<file path="src/rtl/gs_pkg.sv">
package gs_pkg;
  localparam int unsigned PAT_SIDE      = 4;
  localparam int unsigned PAT_BITS      = PAT_SIDE * PAT_SIDE;
  localparam int unsigned PAT_PER_TBL   = 16;
  localparam int unsigned TBL_CNT       = 2;
  localparam int unsigned BYTES_PER_PAT = PAT_BITS / 8;
  localparam int unsigned TBL_BYTES     = PAT_PER_TBL * BYTES_PER_PAT;
  localparam int unsigned STORE_BYTES   = TBL_CNT * TBL_BYTES;
  localparam int unsigned ADDR_W        = $clog2(STORE_BYTES);
  localparam int unsigned PAT_IDX_W     = $clog2(PAT_PER_TBL);
  localparam int unsigned POS_W         = $clog2(PAT_SIDE);

  typedef enum logic [1:0] {
    LVL_OFF  = 2'b00,
    LVL_MID0 = 2'b01,
    LVL_MID1 = 2'b10,
    LVL_ON   = 2'b11
  } level_e;

  typedef logic [PAT_BITS-1:0] pattern_t;
endpackage

</file>
<file path="src/rtl/gs_pattern_store.sv">
module gs_pattern_store
  import gs_pkg::*;
(
  input  logic                 clk_i,
  input  logic                 rst_ni,
  input  logic                 wr_en_i,
  input  logic [ADDR_W-1:0]    wr_addr_i,
  input  logic [7:0]           wr_data_i,
  input  logic [PAT_IDX_W-1:0] pat_idx_i,
  output pattern_t             pat_o [TBL_CNT]
);
  logic [7:0] mem_q [STORE_BYTES];

  always_ff @(posedge clk_i or negedge rst_ni) begin
    if (!rst_ni) begin
      for (int i = 0; i < STORE_BYTES; i++) mem_q[i] <= '0;
    end else if (wr_en_i) begin
      mem_q[wr_addr_i] <= wr_data_i;
    end
  end

  // read side sees the registered contents, so a same-cycle write is not visible
  for (genvar t = 0; t < TBL_CNT; t++) begin : g_tbl
    for (genvar b = 0; b < BYTES_PER_PAT; b++) begin : g_byte
      logic [ADDR_W-1:0] rd_addr;
      always_comb begin
        rd_addr = ADDR_W'(t * TBL_BYTES + b)
                + ADDR_W'(ADDR_W'(pat_idx_i) * ADDR_W'(BYTES_PER_PAT));
      end
      assign pat_o[t][b*8 +: 8] = mem_q[rd_addr];
    end
  end
endmodule

</file>
<file path="src/rtl/gs_bit_pick.sv">
module gs_bit_pick
  import gs_pkg::*;
(
  input  level_e           level_i,
  input  pattern_t         pat_i [TBL_CNT],
  input  logic [POS_W-1:0] col_i,
  input  logic [POS_W-1:0] row_i,
  output logic             bit_o
);
  logic [2*POS_W-1:0] sel;
  assign sel = {row_i, col_i};

  always_comb begin
    unique case (level_i)
      LVL_OFF:  bit_o = 1'b0;
      LVL_MID0: bit_o = pat_i[0][sel];
      LVL_MID1: bit_o = pat_i[1][sel];
      default:  bit_o = 1'b1;
    endcase
  end
endmodule

</file>
<file path="src/rtl/gs_modulator.sv">
module gs_modulator
  import gs_pkg::*;
#(
  parameter int unsigned X_W = 10,
  parameter int unsigned Y_W = 9,
  parameter int unsigned F_W = 8
) (
  input  logic                  clk_i,
  input  logic                  rst_ni,
  input  logic                  wr_en_i,
  input  logic [ADDR_W-1:0]     wr_addr_i,
  input  logic [7:0]            wr_data_i,
  input  logic                  pix_valid_i,
  input  logic [1:0]            pix_level_i,
  input  logic [X_W-1:0]        pix_x_i,
  input  logic [Y_W-1:0]        pix_y_i,
  input  logic [F_W-1:0]        frame_i,
  output logic                  out_valid_o,
  output logic                  out_bit_o
);
  pattern_t pat [TBL_CNT];
  logic     pick_bit;
  level_e   level;

  assign level = level_e'(pix_level_i);

  gs_pattern_store u_store (
    .clk_i     (clk_i),
    .rst_ni    (rst_ni),
    .wr_en_i   (wr_en_i),
    .wr_addr_i (wr_addr_i),
    .wr_data_i (wr_data_i),
    .pat_idx_i (frame_i[PAT_IDX_W-1:0]),
    .pat_o     (pat)
  );

  gs_bit_pick u_pick (
    .level_i (level),
    .pat_i   (pat),
    .col_i   (pix_x_i[POS_W-1:0]),
    .row_i   (pix_y_i[POS_W-1:0]),
    .bit_o   (pick_bit)
  );

  always_ff @(posedge clk_i or negedge rst_ni) begin
    if (!rst_ni) begin
      out_valid_o <= 1'b0;
      out_bit_o   <= 1'b0;
    end else begin
      out_valid_o <= pix_valid_i;
      out_bit_o   <= pix_valid_i & pick_bit;
    end
  end
endmodule

</file>
<file path="config.mk">
export PLATFORM = sky130hd
export DESIGN_NAME = gs_modulator
export DESIGN_NICKNAME = d
export VERILOG_FILES = /design/src/rtl/gs_pkg.sv /design/src/rtl/gs_pattern_store.sv /design/src/rtl/gs_bit_pick.sv /design/src/rtl/gs_modulator.sv
export SDC_FILE = /design/constraint.sdc
export NUM_CORES = 1
export LEC_CHECK = 0
export BUFFER_PORTS_ARGS = -buffer_cell sky130_fd_sc_hd__buf_4
export CAP_MARGIN = 40
export CORE_ASPECT_RATIO = 1.1
export CORE_MARGIN = 5
export CORE_UTILIZATION = 39
export CTS_CLUSTER_SIZE = 12
export DETAILED_ROUTE_END_ITERATION = 8
export HOLD_SLACK_MARGIN = 0.15
export MAX_ROUTING_LAYER = met4
export PLACE_DENSITY_LB_ADDON = 0.08
export SETUP_SLACK_MARGIN = 0.4
export SYNTH_ARGS = -nofsm -noshare
export SYNTH_HDL_FRONTEND = slang
export SYNTH_SLANG_ARGS = --single-unit
</file>
<file path="constraint.sdc">
create_clock -name clk_i -period 2.5 [get_ports clk_i]
set_clock_uncertainty 0.15 [all_clocks]
set_input_delay 0.25 -clock clk_i [delete_from_list [all_inputs] [get_ports clk_i]]
set_output_delay 0.25 -clock clk_i [all_outputs]
set_load 0.01 [all_outputs]
</file>
---- Word level (Yosys, flattened, before mapping) ----
Cells that the tools add are included.
word-level totals
  register bits ........................... 514
  bits of input ports ..................... 47
  output and inout port bits .............. 2
  logic and storage cells ................. 106
operators by class
  add/subtract/negate cells ............... 3
  $lt $le $gt $ge ......................... 7
  eq/ne operators ......................... 2
  multiplexer cells ....................... 20
  bitwise operators ....................... 6
  reduce and logical (&&, ||, !) cells .... 2
operators with widths
  operator                                                              number
  512-bit bitwise mux                                                   1
  8-bit binary-select mux with 6-bit select                             4
  8-bit two-way mux                                                     9
  8-bit demux with 6-bit select                                         1
  7-bit greater-or-equal comparator, second input constant              5
  6-bit inverter with 7-bit output                                      4
  6-bit by 5-bit adder with 6-bit output, first input constant          2
  1-bit binary-select mux with 4-bit select                             2
  7-bit by 1-bit < comparator with 1-bit output, second input constant  1
  5-bit inverter with 7-bit output                                      1
  1-bit by 5-bit adder with 6-bit output, first input constant          1
  4-bit by 5-bit < comparator with 1-bit output, second input constant  1
  1-bit case mux with 3 select lines                                    1
  2-bit by 1-bit == test with 1-bit output, second input constant       1
  2-bit == test, second input constant                                  1
  2-bit logical NOT                                                     1
  1-bit two-way mux                                                     2
  1-bit bitwise AND                                                     1
  1-bit logical AND                                                     1

---- Logic depth before layout (Yosys ltp) ----
  word-level depth ........................ 9
  gate-level depth with buffers ........... 11
  depth with buffers taken out ............ 7

---- Hierarchy ----
Synthesis repeated with hierarchy kept, for this count alone.
unflattened totals
  cells, all modules ...................... 1504
  area, all modules ....................... 23641.4 um^2
modules (own cells, without submodules)
  module            times used  cells an instance  area an instance (um^2)
  gs_pattern_store  1           1465               23251.0
  gs_bit_pick       1           36                 334.1
  gs_modulator      1           3                  56.3

---- Worst setup path before layout ----
OpenSTA, ideal clock, no wires.
  kind .................................... input-to-reg
  start ................................... input port frame_i[0]
  end ..................................... register out_bit_o
  arrival time ............................ 1.954 ns
  required time ........................... 2.206 ns
  path slack .............................. 0.253 ns
  cell stages on the path ................. 7
  buffers on the path ..................... 1
  cell sequence ........................... buf_6 > mux4_2 > a2111oi_2 > nor3_1 > or4_1 > nand4_1 > a32oi_1
on the way
  longest elaborated chain between the ends .. 9
ends and longest elaborated chain
  what                                                                                                     RTL line                              text
  start: declaration                                                                                       gs_modulator.sv:17                    input logic [F_W-1:0] frame_i,
  6-bit by 5-bit adder with 6-bit output / 1-bit by 5-bit adder with 6-bit output (equally long branches)  gs_pattern_store.sv:28                + ADDR_W'(ADDR_W'(pat_idx_i) * ADDR_W'(BYTES_PER_PAT));
  6-bit inverter with 7-bit output (implied by the code)                                                   gs_pattern_store.sv:30                assign pat_o[t][b*8 +: 8] = mem_q[rd_addr];
  8-bit binary-select mux with 6-bit select                                                                gs_pattern_store.sv:30
  8-bit two-way mux (implied by the code) (2 in series)                                                    gs_pattern_store.sv:30
  1-bit binary-select mux with 4-bit select (on tied branches)                                             gs_bit_pick.sv:17, gs_bit_pick.sv:16
  1-bit two-way mux (on tied branches)                                                                     gs_bit_pick.sv:17, gs_bit_pick.sv:16
  1-bit case mux with 3 select lines (*)                                                                   gs_bit_pick.sv:14                     unique case (level_i)
  1-bit bitwise AND (*)                                                                                    gs_modulator.sv:51                    out_bit_o <= pix_valid_i & pick_bit;
  end signal: assignment                                                                                   gs_modulator.sv:51
  end: declaration                                                                                         gs_modulator.sv:19                    output logic out_bit_o
Mark *: on every way between the ends. The rest lies on a longest branch, timed or not. The select of a mux whose other input is x is not followed.
A chain may end at the register's enable or synchronous reset.

---- Worst setup path in the final report ----
  start ................................... register u_store.mem_q[198] (netlist bit)
  end ..................................... register out_bit_o
on the way
  longest elaborated chain between the ends .. 7
ends and longest elaborated chain
  what                                                          RTL line                              text
  start: declaration                                            gs_pattern_store.sv:12                logic [7:0] mem_q [STORE_BYTES];
  start signal: indexed assignment                              gs_pattern_store.sv:18                mem_q[wr_addr_i] <= wr_data_i;
  8-bit binary-select mux with 6-bit select                     gs_pattern_store.sv:30
  8-bit two-way mux (implied by the code) (2 in series)         gs_pattern_store.sv:30
  1-bit binary-select mux with 4-bit select (on tied branches)  gs_bit_pick.sv:17, gs_bit_pick.sv:16
  1-bit two-way mux (on tied branches)                          gs_bit_pick.sv:17, gs_bit_pick.sv:16
  1-bit case mux with 3 select lines (*)                        gs_bit_pick.sv:14
  1-bit bitwise AND (*)                                         gs_modulator.sv:51
Marked as above.

==> run metrics <==
grt total ovfl 0; dpl hpwl 44100 um; Synthesized Nets 1688; # placed instances 2549; ys async rst share 100%; CP cell instances mux4_2 > a2111oi_4 > nor3_1 > or4_1 > nand4_1 > a32oi_1; Commonest cells post-synth mux2_2 (529), dfrtp_1 (514), mux4_2 (86), mux2i_1 (77), clkbuf_1 (72); ANT cells 0; Setup Buffers After CTS 0; kind of critical path reg -> reg; Slew Limit Headroom 41.9%; vias in the first global route 15850; global-route wire length before repair 104000 um; CP max FO 2; largest delay contributor family on the critical path simple AND/OR/NAND/NOR gates; number of synthesized flops with an enable pin 0; WP depth 6; residual DRC count 0; status completed; max-cap viol count 0; Slowest cell on crit path or4_1; Post-Syn Area 23900 um2; clk root buf clkbuf_16; 1st-pass router iterations 4; pin count of the biggest net entering global routing 93; post-synthesis register bit count 514; peak supply drop 0.529 mV; GP Congestion 0.808; # rows 95; routed len/inst 25.3 um; Leakage 0.0131 uW; actual slew at the worst max-slew pin 871 ps; count leader, synth mux2_2; Iteration-0 DRC Markers 880; max-slew violation count 0; Die W 246 um; top cells by area, synth dfrtp_1 (54%), mux2_2 (25%), mux4_2 (8.1%); Final Hold Viols 0; CTS buffer count 58; worst reg2reg path startpoint u_store.mem_q[198]$_DFFE_PN0P_; Ys Warns 0; CTS Buffer Depth 3; Hold Path Class in -> reg; top-area cell type share of the netlist area 53.9%; power per cell area 749 nW/um2; RSZ-0062 raised after global routing yes; Die Ht 270 um; fin crit share 94.9%; leading area contributor after synthesis dfrtp_1; fin area 28200 um2; DR vias 14645; FF-to-FF setup slack 130 ps; IO Port Bufs 29; CTS sink cnt 514; crit end category register; placed cell area 26200 um2; io pins 49; Final nets 1841; initial core utilization 39.2%; gr usage total 21.2%; Gate Count Post-Synth 1641; R2R cell count 6; Netlist cell types 48; Setup crit start kind register; die area 66300 um2; core box area 60900 um2; crit path DAT 2700 ps; top_reg_cell synth dfrtp_1; max incr delay on CP 550 ps; share of cells above drive strength 1 49.8%; final core occ 46.3%; Crit Reg-Reg Endpoint out_bit_o$_DFF_PN0_; ANT nets after route 0; Total Wirelength 67400 um; antenna violations before repair 0; Critical Path Sink out_bit_o$_DFF_PN0_; clk slew on worst S/H paths 60 ps; Setup TNS Final 0 ps; # setup viols final 0; Buf+Inv Stages, Crit Path 0; Final Hold Slack 187 ps; Hold Path Depth 4; Final min period 2370 ps; worst path required time 2820 ps; # H-tree levels 2; final cell count without fillers 2664; CP Launch Point u_store.mem_q[198]$_DFFE_PN0P_; sequential share of the synthesized area 53.9%; CTS tree built; fmax 421 MHz; area delta synth->final 18.0%; later-pin clock latency in the skew report 610 ps; syn avg cell area 14.6 um2; Via density 5.50
flip-flops by register name, summed over array words and instances (netlist names):
signal	cells
out_bit_o	1
u_store.mem_q	512
out_valid_o	1
cells by family after synthesis:
kind of cell,synth area share (%)
multiplexers,36.3
flip-flops,53.9
AND/OR/NAND/NOR,4.10
buffers and inverters,2.65
AO/OA/AOI/OAI,3.09
layout by cell type (no fill, tap or decap), types with 3 or more instances in the layout:
cell and n:
o21ai_0 9, clkbuf_1 24, o22ai_1 7, mux2i_1 77
and2_1 3, nand3b_1 3, clkbuf_16 59, a31oi_1 6
mux2_2 529, a211oi_1 9, a21oi_1 10, o211ai_1 4
dlygate4sd3_1 8, buf_12 27, nor3_2 3, inv_1 7
and3_1 5, a22o_1 4, o221ai_1 8, nor2_1 58
nor2b_1 12, mux4_2 86, clkbuf_8 13, nand2b_1 10
nand3_1 20, a22oi_1 28, nand2_1 58, clkinv_2 8
nor3_1 8, nand4_1 7, buf_4 176, or3_1 3
dfrtp_1 514
tightest hold or removal path: stages:
cell and delay (ps):
buf_4 180, nor3_2 60, buf_4 180, mux2_2 230
worst min path at each step:
stage | startpoint | to | slack (ps)
finish | wr_addr_i[0] | u_store.mem_q[106]$_DFFE_PN0P_ | 190
global route | wr_addr_i[0] | u_store.mem_q[126]$_DFFE_PN0P_ | 170
CTS | wr_addr_i[0] | u_store.mem_q[123]$_DFFE_PN0P_ | 150
detailed placement | rst_ni | u_store.mem_q[468]$_DFFE_PN0P_ | 60
global placement | rst_ni | u_store.mem_q[468]$_DFFE_PN0P_ | 60
floorplan | rst_ni | out_bit_o$_DFF_PN0_ | -200
metal layers:
metal	track usage, %	wire (um)	part of all wire, %	up-vias
li1	-	-	-	6389
met3	2.91	2190	3.3	92
met2	34.7	33600	50	221
met1	28.5	30100	45	7943
met4	4.36	1440	2.1	0
met5	-	0	0	-
metrics by stage:
step,total power (uW),setup slack (ps)
2_1_floorplan,11900,359
3_3_place_gp,12900,-492
3_5_place_dp,13100,-470
4_1_cts,21400,97.6
5_1_grt,22100,52.8
6_report,21100,127
where the power goes:
group          switching, uW  leakage [uW]  internal, uW
Combinational           1310       0.00536          1640
Sequential               532       0.00683          9420
Clock                   3420      0.000892          4790
final cells by class:
cell class	instances	area [um2]
fillers	5574	32700
repair buffers	215	1990
inverters	7	26.3
flip-flops and latches	514	12900
multi-input cells	998	10400
clock buffers	95	1730
clock inverters	11	86.3
well taps	824	1030
timing repair:
item,in CTS,in global routing
pin swaps,1,1
gates resized for setup,6,4
endpoints found under the hold margin,544,0
cloned,0,0
setup endpoints to repair,1,1
hold buffers,9,0
No activity file was read; power rests on OpenSTA's default activity.
